[config.mk]
export PLATFORM = sky130hd
export DESIGN_NAME = frame_len_guard
export DESIGN_NICKNAME = d
export VERILOG_FILES = /design/src/rtl/fle_pkg.sv /design/src/rtl/frame_byte_counter.sv /design/src/rtl/tx_len_guard.sv /design/src/rtl/rx_len_guard.sv /design/src/rtl/frame_len_guard.sv
export SDC_FILE = /design/constraint.sdc
export NUM_CORES = 1
export LEC_CHECK = 0
export ABC_AREA = 1
export BUFFER_PORTS_ARGS = -buffer_cell sky130_fd_sc_hd__buf_2
export CORE_MARGIN = 5
export CORE_UTILIZATION = 54
export CTS_BUF_LIST = sky130_fd_sc_hd__clkbuf_8
export CTS_CLUSTER_SIZE = 14
export DETAILED_ROUTE_END_ITERATION = 8
export GPL_TIMING_DRIVEN = 0
export PLACE_DENSITY_LB_ADDON = 0.15
export SLEW_MARGIN = 20
export SYNTH_ARGS = -nofsm -noshare
export SYNTH_HDL_FRONTEND = slang
export SYNTH_HIERARCHICAL = 1
export SYNTH_SLANG_ARGS = --single-unit
[constraint.sdc]
create_clock -name clk -period 2.55 [get_ports clk]
set_input_delay 0.51 -clock clk [delete_from_list [all_inputs] [get_ports clk]]
set_output_delay 0.51 -clock clk [all_outputs]
set_load 0.1 [all_outputs]
[src/rtl/fle_pkg.sv]
package fle_pkg;
    localparam int DEF_LEN_W = 11;

    typedef enum logic [1:0] {
        BYTE_NONE = 2'd0,
        BYTE_IN   = 2'd1,
        BYTE_OVER = 2'd2
    } byte_class_e;
endpackage

[src/rtl/frame_byte_counter.sv]
module frame_byte_counter
    import fle_pkg::*;
#(
    parameter int LEN_W = DEF_LEN_W
) (
    input  logic             clk,
    input  logic             rst_n,
    input  logic             clr,
    input  logic             vld,
    input  logic             sof,
    input  logic [LEN_W-1:0] max_len,
    output byte_class_e      cls
);
    localparam int CW = LEN_W + 1;
    localparam logic [CW-1:0] CNT_TOP = {CW{1'b1}};
    localparam logic [CW-1:0] CNT_ONE = CW'(1);

    typedef struct packed {
        logic [CW-1:0] cnt;
    } cnt_state_t;

    cnt_state_t    st_d, st_q;
    logic [CW-1:0] pos;

    always_comb begin
        st_d = st_q;
        if (sof)
            pos = CNT_ONE;
        else if (st_q.cnt == CNT_TOP)
            pos = CNT_TOP;
        else
            pos = st_q.cnt + CNT_ONE;

        if (!vld)
            cls = BYTE_NONE;
        else if (pos > {1'b0, max_len})
            cls = BYTE_OVER;
        else
            cls = BYTE_IN;

        if (clr)
            st_d.cnt = '0;
        else if (vld)
            st_d.cnt = pos;
    end

    always_ff @(posedge clk) begin
        if (!rst_n)
            st_q <= '0;
        else
            st_q <= st_d;
    end

    a_r8_sof_restart: assert property (@(posedge clk) disable iff (!rst_n)
        (vld && sof && !clr) |=> (st_q.cnt == CNT_ONE));
endmodule

[src/rtl/tx_len_guard.sv]
module tx_len_guard
    import fle_pkg::*;
#(
    parameter int LEN_W = DEF_LEN_W
) (
    input  logic             clk,
    input  logic             rst_n,
    input  logic [LEN_W-1:0] max_len,
    input  logic             byte_vld,
    input  logic             sof,
    input  logic             restart,
    input  logic             irq_clr,
    output logic             halt,
    output logic             irq
);
    typedef struct packed {
        logic halt;
        logic irq;
    } tx_state_t;

    tx_state_t   st_d, st_q;
    byte_class_e cls;
    logic        take;

    assign take = byte_vld && !st_q.halt && !restart;

    frame_byte_counter #(.LEN_W(LEN_W)) u_cnt (
        .clk     (clk),
        .rst_n   (rst_n),
        .clr     (restart),
        .vld     (take),
        .sof     (sof),
        .max_len (max_len),
        .cls     (cls)
    );

    always_comb begin
        st_d = st_q;
        if (restart)
            st_d.halt = 1'b0;
        else if (cls == BYTE_OVER)
            st_d.halt = 1'b1;

        if (cls == BYTE_OVER)
            st_d.irq = 1'b1;
        else if (irq_clr)
            st_d.irq = 1'b0;
    end

    always_ff @(posedge clk) begin
        if (!rst_n)
            st_q <= '0;
        else
            st_q <= st_d;
    end

    assign halt = st_q.halt;
    assign irq  = st_q.irq;

    a_r3_halt_holds: assert property (@(posedge clk) disable iff (!rst_n)
        (halt && !restart) |=> halt);
    a_r3_restart_clears: assert property (@(posedge clk) disable iff (!rst_n)
        restart |=> !halt);
    a_r4_irq_sticky: assert property (@(posedge clk) disable iff (!rst_n)
        (irq && !irq_clr) |=> irq);
    a_r4_irq_with_halt: assert property (@(posedge clk) disable iff (!rst_n)
        $rose(irq) |-> halt);
endmodule

[src/rtl/rx_len_guard.sv]
module rx_len_guard
    import fle_pkg::*;
#(
    parameter int LEN_W = DEF_LEN_W
) (
    input  logic             clk,
    input  logic             rst_n,
    input  logic [LEN_W-1:0] max_len,
    input  logic             byte_vld,
    input  logic             sof,
    input  logic             eof,
    output logic             wr_en,
    output logic             sts_vld,
    output logic             sts_err
);
    typedef struct packed {
        logic over;
        logic sts_vld;
        logic sts_err;
    } rx_state_t;

    rx_state_t   st_d, st_q;
    byte_class_e cls;
    logic        prior_over;

    frame_byte_counter #(.LEN_W(LEN_W)) u_cnt (
        .clk     (clk),
        .rst_n   (rst_n),
        .clr     (1'b0),
        .vld     (byte_vld),
        .sof     (sof),
        .max_len (max_len),
        .cls     (cls)
    );

    always_comb begin
        st_d = st_q;
        prior_over = st_q.over && !sof;
        if (byte_vld)
            st_d.over = prior_over || (cls == BYTE_OVER);
        st_d.sts_vld = byte_vld && eof;
        st_d.sts_err = byte_vld && eof && (prior_over || (cls == BYTE_OVER));
    end

    always_ff @(posedge clk) begin
        if (!rst_n)
            st_q <= '0;
        else
            st_q <= st_d;
    end

    assign wr_en   = (cls == BYTE_IN);
    assign sts_vld = st_q.sts_vld;
    assign sts_err = st_q.sts_err;

    a_r5_gate_needs_byte: assert property (@(posedge clk) disable iff (!rst_n)
        wr_en |-> byte_vld);
    a_r6_status_after_eof: assert property (@(posedge clk) disable iff (!rst_n)
        sts_vld |-> $past(byte_vld && eof));
    a_r6_err_only_with_vld: assert property (@(posedge clk) disable iff (!rst_n)
        sts_err |-> sts_vld);
    a_r7_first_byte_written: assert property (@(posedge clk) disable iff (!rst_n)
        (byte_vld && sof && (max_len != '0)) |-> wr_en);
    a_r9_zero_limit: assert property (@(posedge clk) disable iff (!rst_n)
        (max_len == '0) |-> !wr_en);
endmodule

[src/rtl/frame_len_guard.sv]
module frame_len_guard
    import fle_pkg::*;
#(
    parameter int LEN_W = DEF_LEN_W
) (
    input  logic             clk,
    input  logic             rst_n,
    input  logic [LEN_W-1:0] max_len,
    input  logic             tx_byte_vld,
    input  logic             tx_sof,
    input  logic             tx_eof,
    input  logic             tx_restart,
    input  logic             irq_clr,
    output logic             tx_halt,
    output logic             irq_len_err,
    input  logic             rx_byte_vld,
    input  logic             rx_sof,
    input  logic             rx_eof,
    output logic             rx_wr_en,
    output logic             rx_sts_vld,
    output logic             rx_sts_len_err
);
    logic tx_eof_unused;
    assign tx_eof_unused = tx_eof;

    tx_len_guard #(.LEN_W(LEN_W)) u_tx (
        .clk      (clk),
        .rst_n    (rst_n),
        .max_len  (max_len),
        .byte_vld (tx_byte_vld),
        .sof      (tx_sof),
        .restart  (tx_restart),
        .irq_clr  (irq_clr),
        .halt     (tx_halt),
        .irq      (irq_len_err)
    );

    rx_len_guard #(.LEN_W(LEN_W)) u_rx (
        .clk      (clk),
        .rst_n    (rst_n),
        .max_len  (max_len),
        .byte_vld (rx_byte_vld),
        .sof      (rx_sof),
        .eof      (rx_eof),
        .wr_en    (rx_wr_en),
        .sts_vld  (rx_sts_vld),
        .sts_err  (rx_sts_len_err)
    );

    a_r1_quiet_after_reset: assert property (@(posedge clk)
        $rose(rst_n) |-> (!tx_halt && !irq_len_err && !rx_sts_vld));
endmodule

==> metrics.txt <==
initial antenna violation count 0; DRT Wirelength 8280 um; GRT overflow 0; final worst path period share 145%; All-Layer GR Usage 22.7%; Synth Area per Inst 6.52 um2; Fillers 252; die area 0.00579 mm2; non-filler cells, final 500; CTS Buf Count 5; Crit. End Element output pin; clock slew at reported path FFs 0.07 ns; share of power burned in registers 43.0%; synthesis-to-finish area growth 51.1%; Boundary Pins 26; Final GP Congestion 0.797; R2R cell count 28; RSZ-0062 raised after global routing yes; worst min-delay path category reg -> reg; RR Startpoint u_rx/u_cnt/st_q[4]; Cell variety after synth 29; DRT iter0 DRCs 237; WL per Instance 16.6 um; H-tree depth 2; dpl cell area 0.00257 mm2; Initial Util 55.0%; max-slew violations 0; # setup viols final 6; maximum VDD drop 282 uV; design area 0.00356 mm2; TritonCTS Sinks 29; Hold Path Origin u_tx/irq; crit path DAT 3.18 ns; main area contributors after synthesis dfxtp_1, inv_1, ha_1, nand2_1, a21oi_1; Final Critical Period 3.69 ns; Reg2Reg Setup Slack -0.98 ns; post-synth top area share 24.6%; synthesis-stage register bit count 29; Antenna diodes 0; DR vias/cell 5.64; setup tns final -3.99 ns; Switching Fraction 30.9%; clk_lat worst skew 0.28 ns; CTS tree done; layout cell share with drive strength beyond 1 43.1%; failing checks negative setup slack; net count after synthesis 407; Max Cap Viol 0; most frequent cells in the layout inv_1, nand2_1, buf_4; Int Power 0.777 mW; Hold Path Cell Cnt 2; fmax 271 MHz; Fin. Hold Viols 0; Layout Utilization 83.0%; die width 76.1 um; Setup Skew 0.00343 ns; critical path peak fanout 5; FF-to-FF End u_rx/st_q[2]; Yosys top cell by area dfxtp_1; iteration count of the initial detailed-routing pass 5; number of I/O port buffers 24; Root Driver clkbuf_8; vias in the first global route 2532; Setup CP Type reg -> out; most common library cell in the layout ignoring fill and taps inv_1; clock share of power 34.2%; first-pass GRT wire length 10900 um; Setup crit start u_rx/u_cnt/st_q[4]; Worst-Margin Slew 0.674 ns; Psw 0.348 mW; total power 1.12 mW; mapped cell area 0.00236 mm2; antenna viol nets, final 0; DRC Markers 0; largest net degree at the start of global routing 11; Hold EP u_tx/irq; Required @ worst endpoint 2.04 ns; Detailed Place HPWL 4120 um; Comb pwr share 22.8%; clock tree buffer depth 2; Leak 1.89 nW; slew margin rel. 55.0%; Post-layout nets 493; via count 2820; type of origin of the critical path flip-flop; outcome complete, but fails checks; synthesis warning total 6; cell count after placement 438; core box area 0.00429 mm2; cell row count 24; Seq/Total Area, Yosys 24.6%; die height 76.1 um; post-route worst setup slack -1.14 ns; Pwr Density 316 mW/mm2; Post-Syn Instances 362
[layout make-up]
| type | instances | area, um2 | area share [%] |
|---|---|---|---|
| Multi-Input combinational cell | 243 | 1820 | 51.2 |
| Timing Repair Buffer | 78 | 642 | 18.0 |
| Sequential cell | 29 | 606 | 17.0 |
| Inverter | 85 | 319 | 8.95 |
| Clock buffer | 6 | 82.6 | 2.32 |
| Tap cell | 52 | 65.1 | 1.83 |
| Buffer | 6 | 22.5 | 0.632 |
| Clock inverter | 1 | 3.75 | 0.105 |
[layer usage]
metal  wire length (um)  part of all wire (%)  global-route usage, %  vias up
li1                   -                     -                      -     1313
met1               3040                    37                   22.6     1300
met2               4350                    53                   44.6      157
met3                436                   5.3                   4.02       50
met4                458                   5.5                   10.5        0
met5                  0                     0                      0        -
[flip-flops by register name, summed over array words and instances (netlist names)]
signal,flops
u_rx/u_cnt/st_q,12
u_tx/u_cnt/st_q,12
u_rx/st_q,1
u_rx/sts_err,1
u_rx/sts_vld,1
u_tx/halt,1
u_tx/irq,1
[stage by stage]
stage,hold slack [ns],setup WS [ns]
after floorplan,0.476,-0.557
after global placement,0.457,-0.875
after detailed placement,0.466,-0.875
after CTS,0.475,-0.919
after global routing,0.486,-1.27
final,0.471,-1.14
[cells in the mapped netlist (all sizes together)]
cell type   n
o211ai      2
clkinv      2
dfxtp      29
o21ai      34
ha         24
nand3      10
o21a        1
nor3        6
a21oi      37
a21o        2
conb        1
clkbuf      4
a31oi       2
nand3b      2
xor2       10
nor2       28
nand4       4
inv        83
buf         2
nand2      79
[critical path: stages, from the launching register on]
cell	delay [ns]
dfxtp_2	0.39
nand3_4	0.13
nor3_4	0.27
nand4_4	0.21
o21ai_2	0.13
nand2_2	0.09
inv_2	0.09
ha_4	0.20
a21oi_2	0.14
nor2_1	0.07
nor2_1	0.18
nand2_1	0.08
nand2_1	0.09
nand2_2	0.06
nand2_1	0.06
nand2_1	0.06
nand2_2	0.10
nand2_2	0.06
nor2_2	0.13
inv_2	0.07
nor2_4	0.11
buf_12	0.18
[worst max path at each step]
stage	endpoint	slack (ns)	cells after the start
after detailed placement	rx_wr_en	-0.88	22
final	rx_wr_en	-1.14	21
after global placement	rx_wr_en	-0.88	22
after floorplan	rx_wr_en	-0.56	21
after global routing	rx_wr_en	-1.27	22
after CTS	rx_wr_en	-0.92	22
[what timing repair did]
item / in CTS / in global routing
setup endpoints to repair: 5 / 7
cloned: 1 / 0
pin swaps: 11 / 35
hold buffers: 0 / 0
resized for setup: 38 / 92
setup buffers: 45 / 22
[power by group through the flow]
stage               Combinational (mW)  Sequential [mW]  Clock [mW]
finish                           0.256            0.484       0.385
global placement                 0.164            0.491           0
floorplan                        0.113            0.496           0
detailed placement               0.168            0.492           0
CTS                              0.200            0.483       0.387
global route                     0.280            0.485       0.421
[logic make-up after synthesis]
kind of cell	Yosys count	synth area share, %
other cells	1	0.159
compound gates	78	18.9
flops	29	24.6
simple gates	129	25.4
xor+xnor	10	3.71
fa+ha+maj	24	12.7
buf+inv	91	14.5
Note: power is estimated with default switching activity, not from simulation.
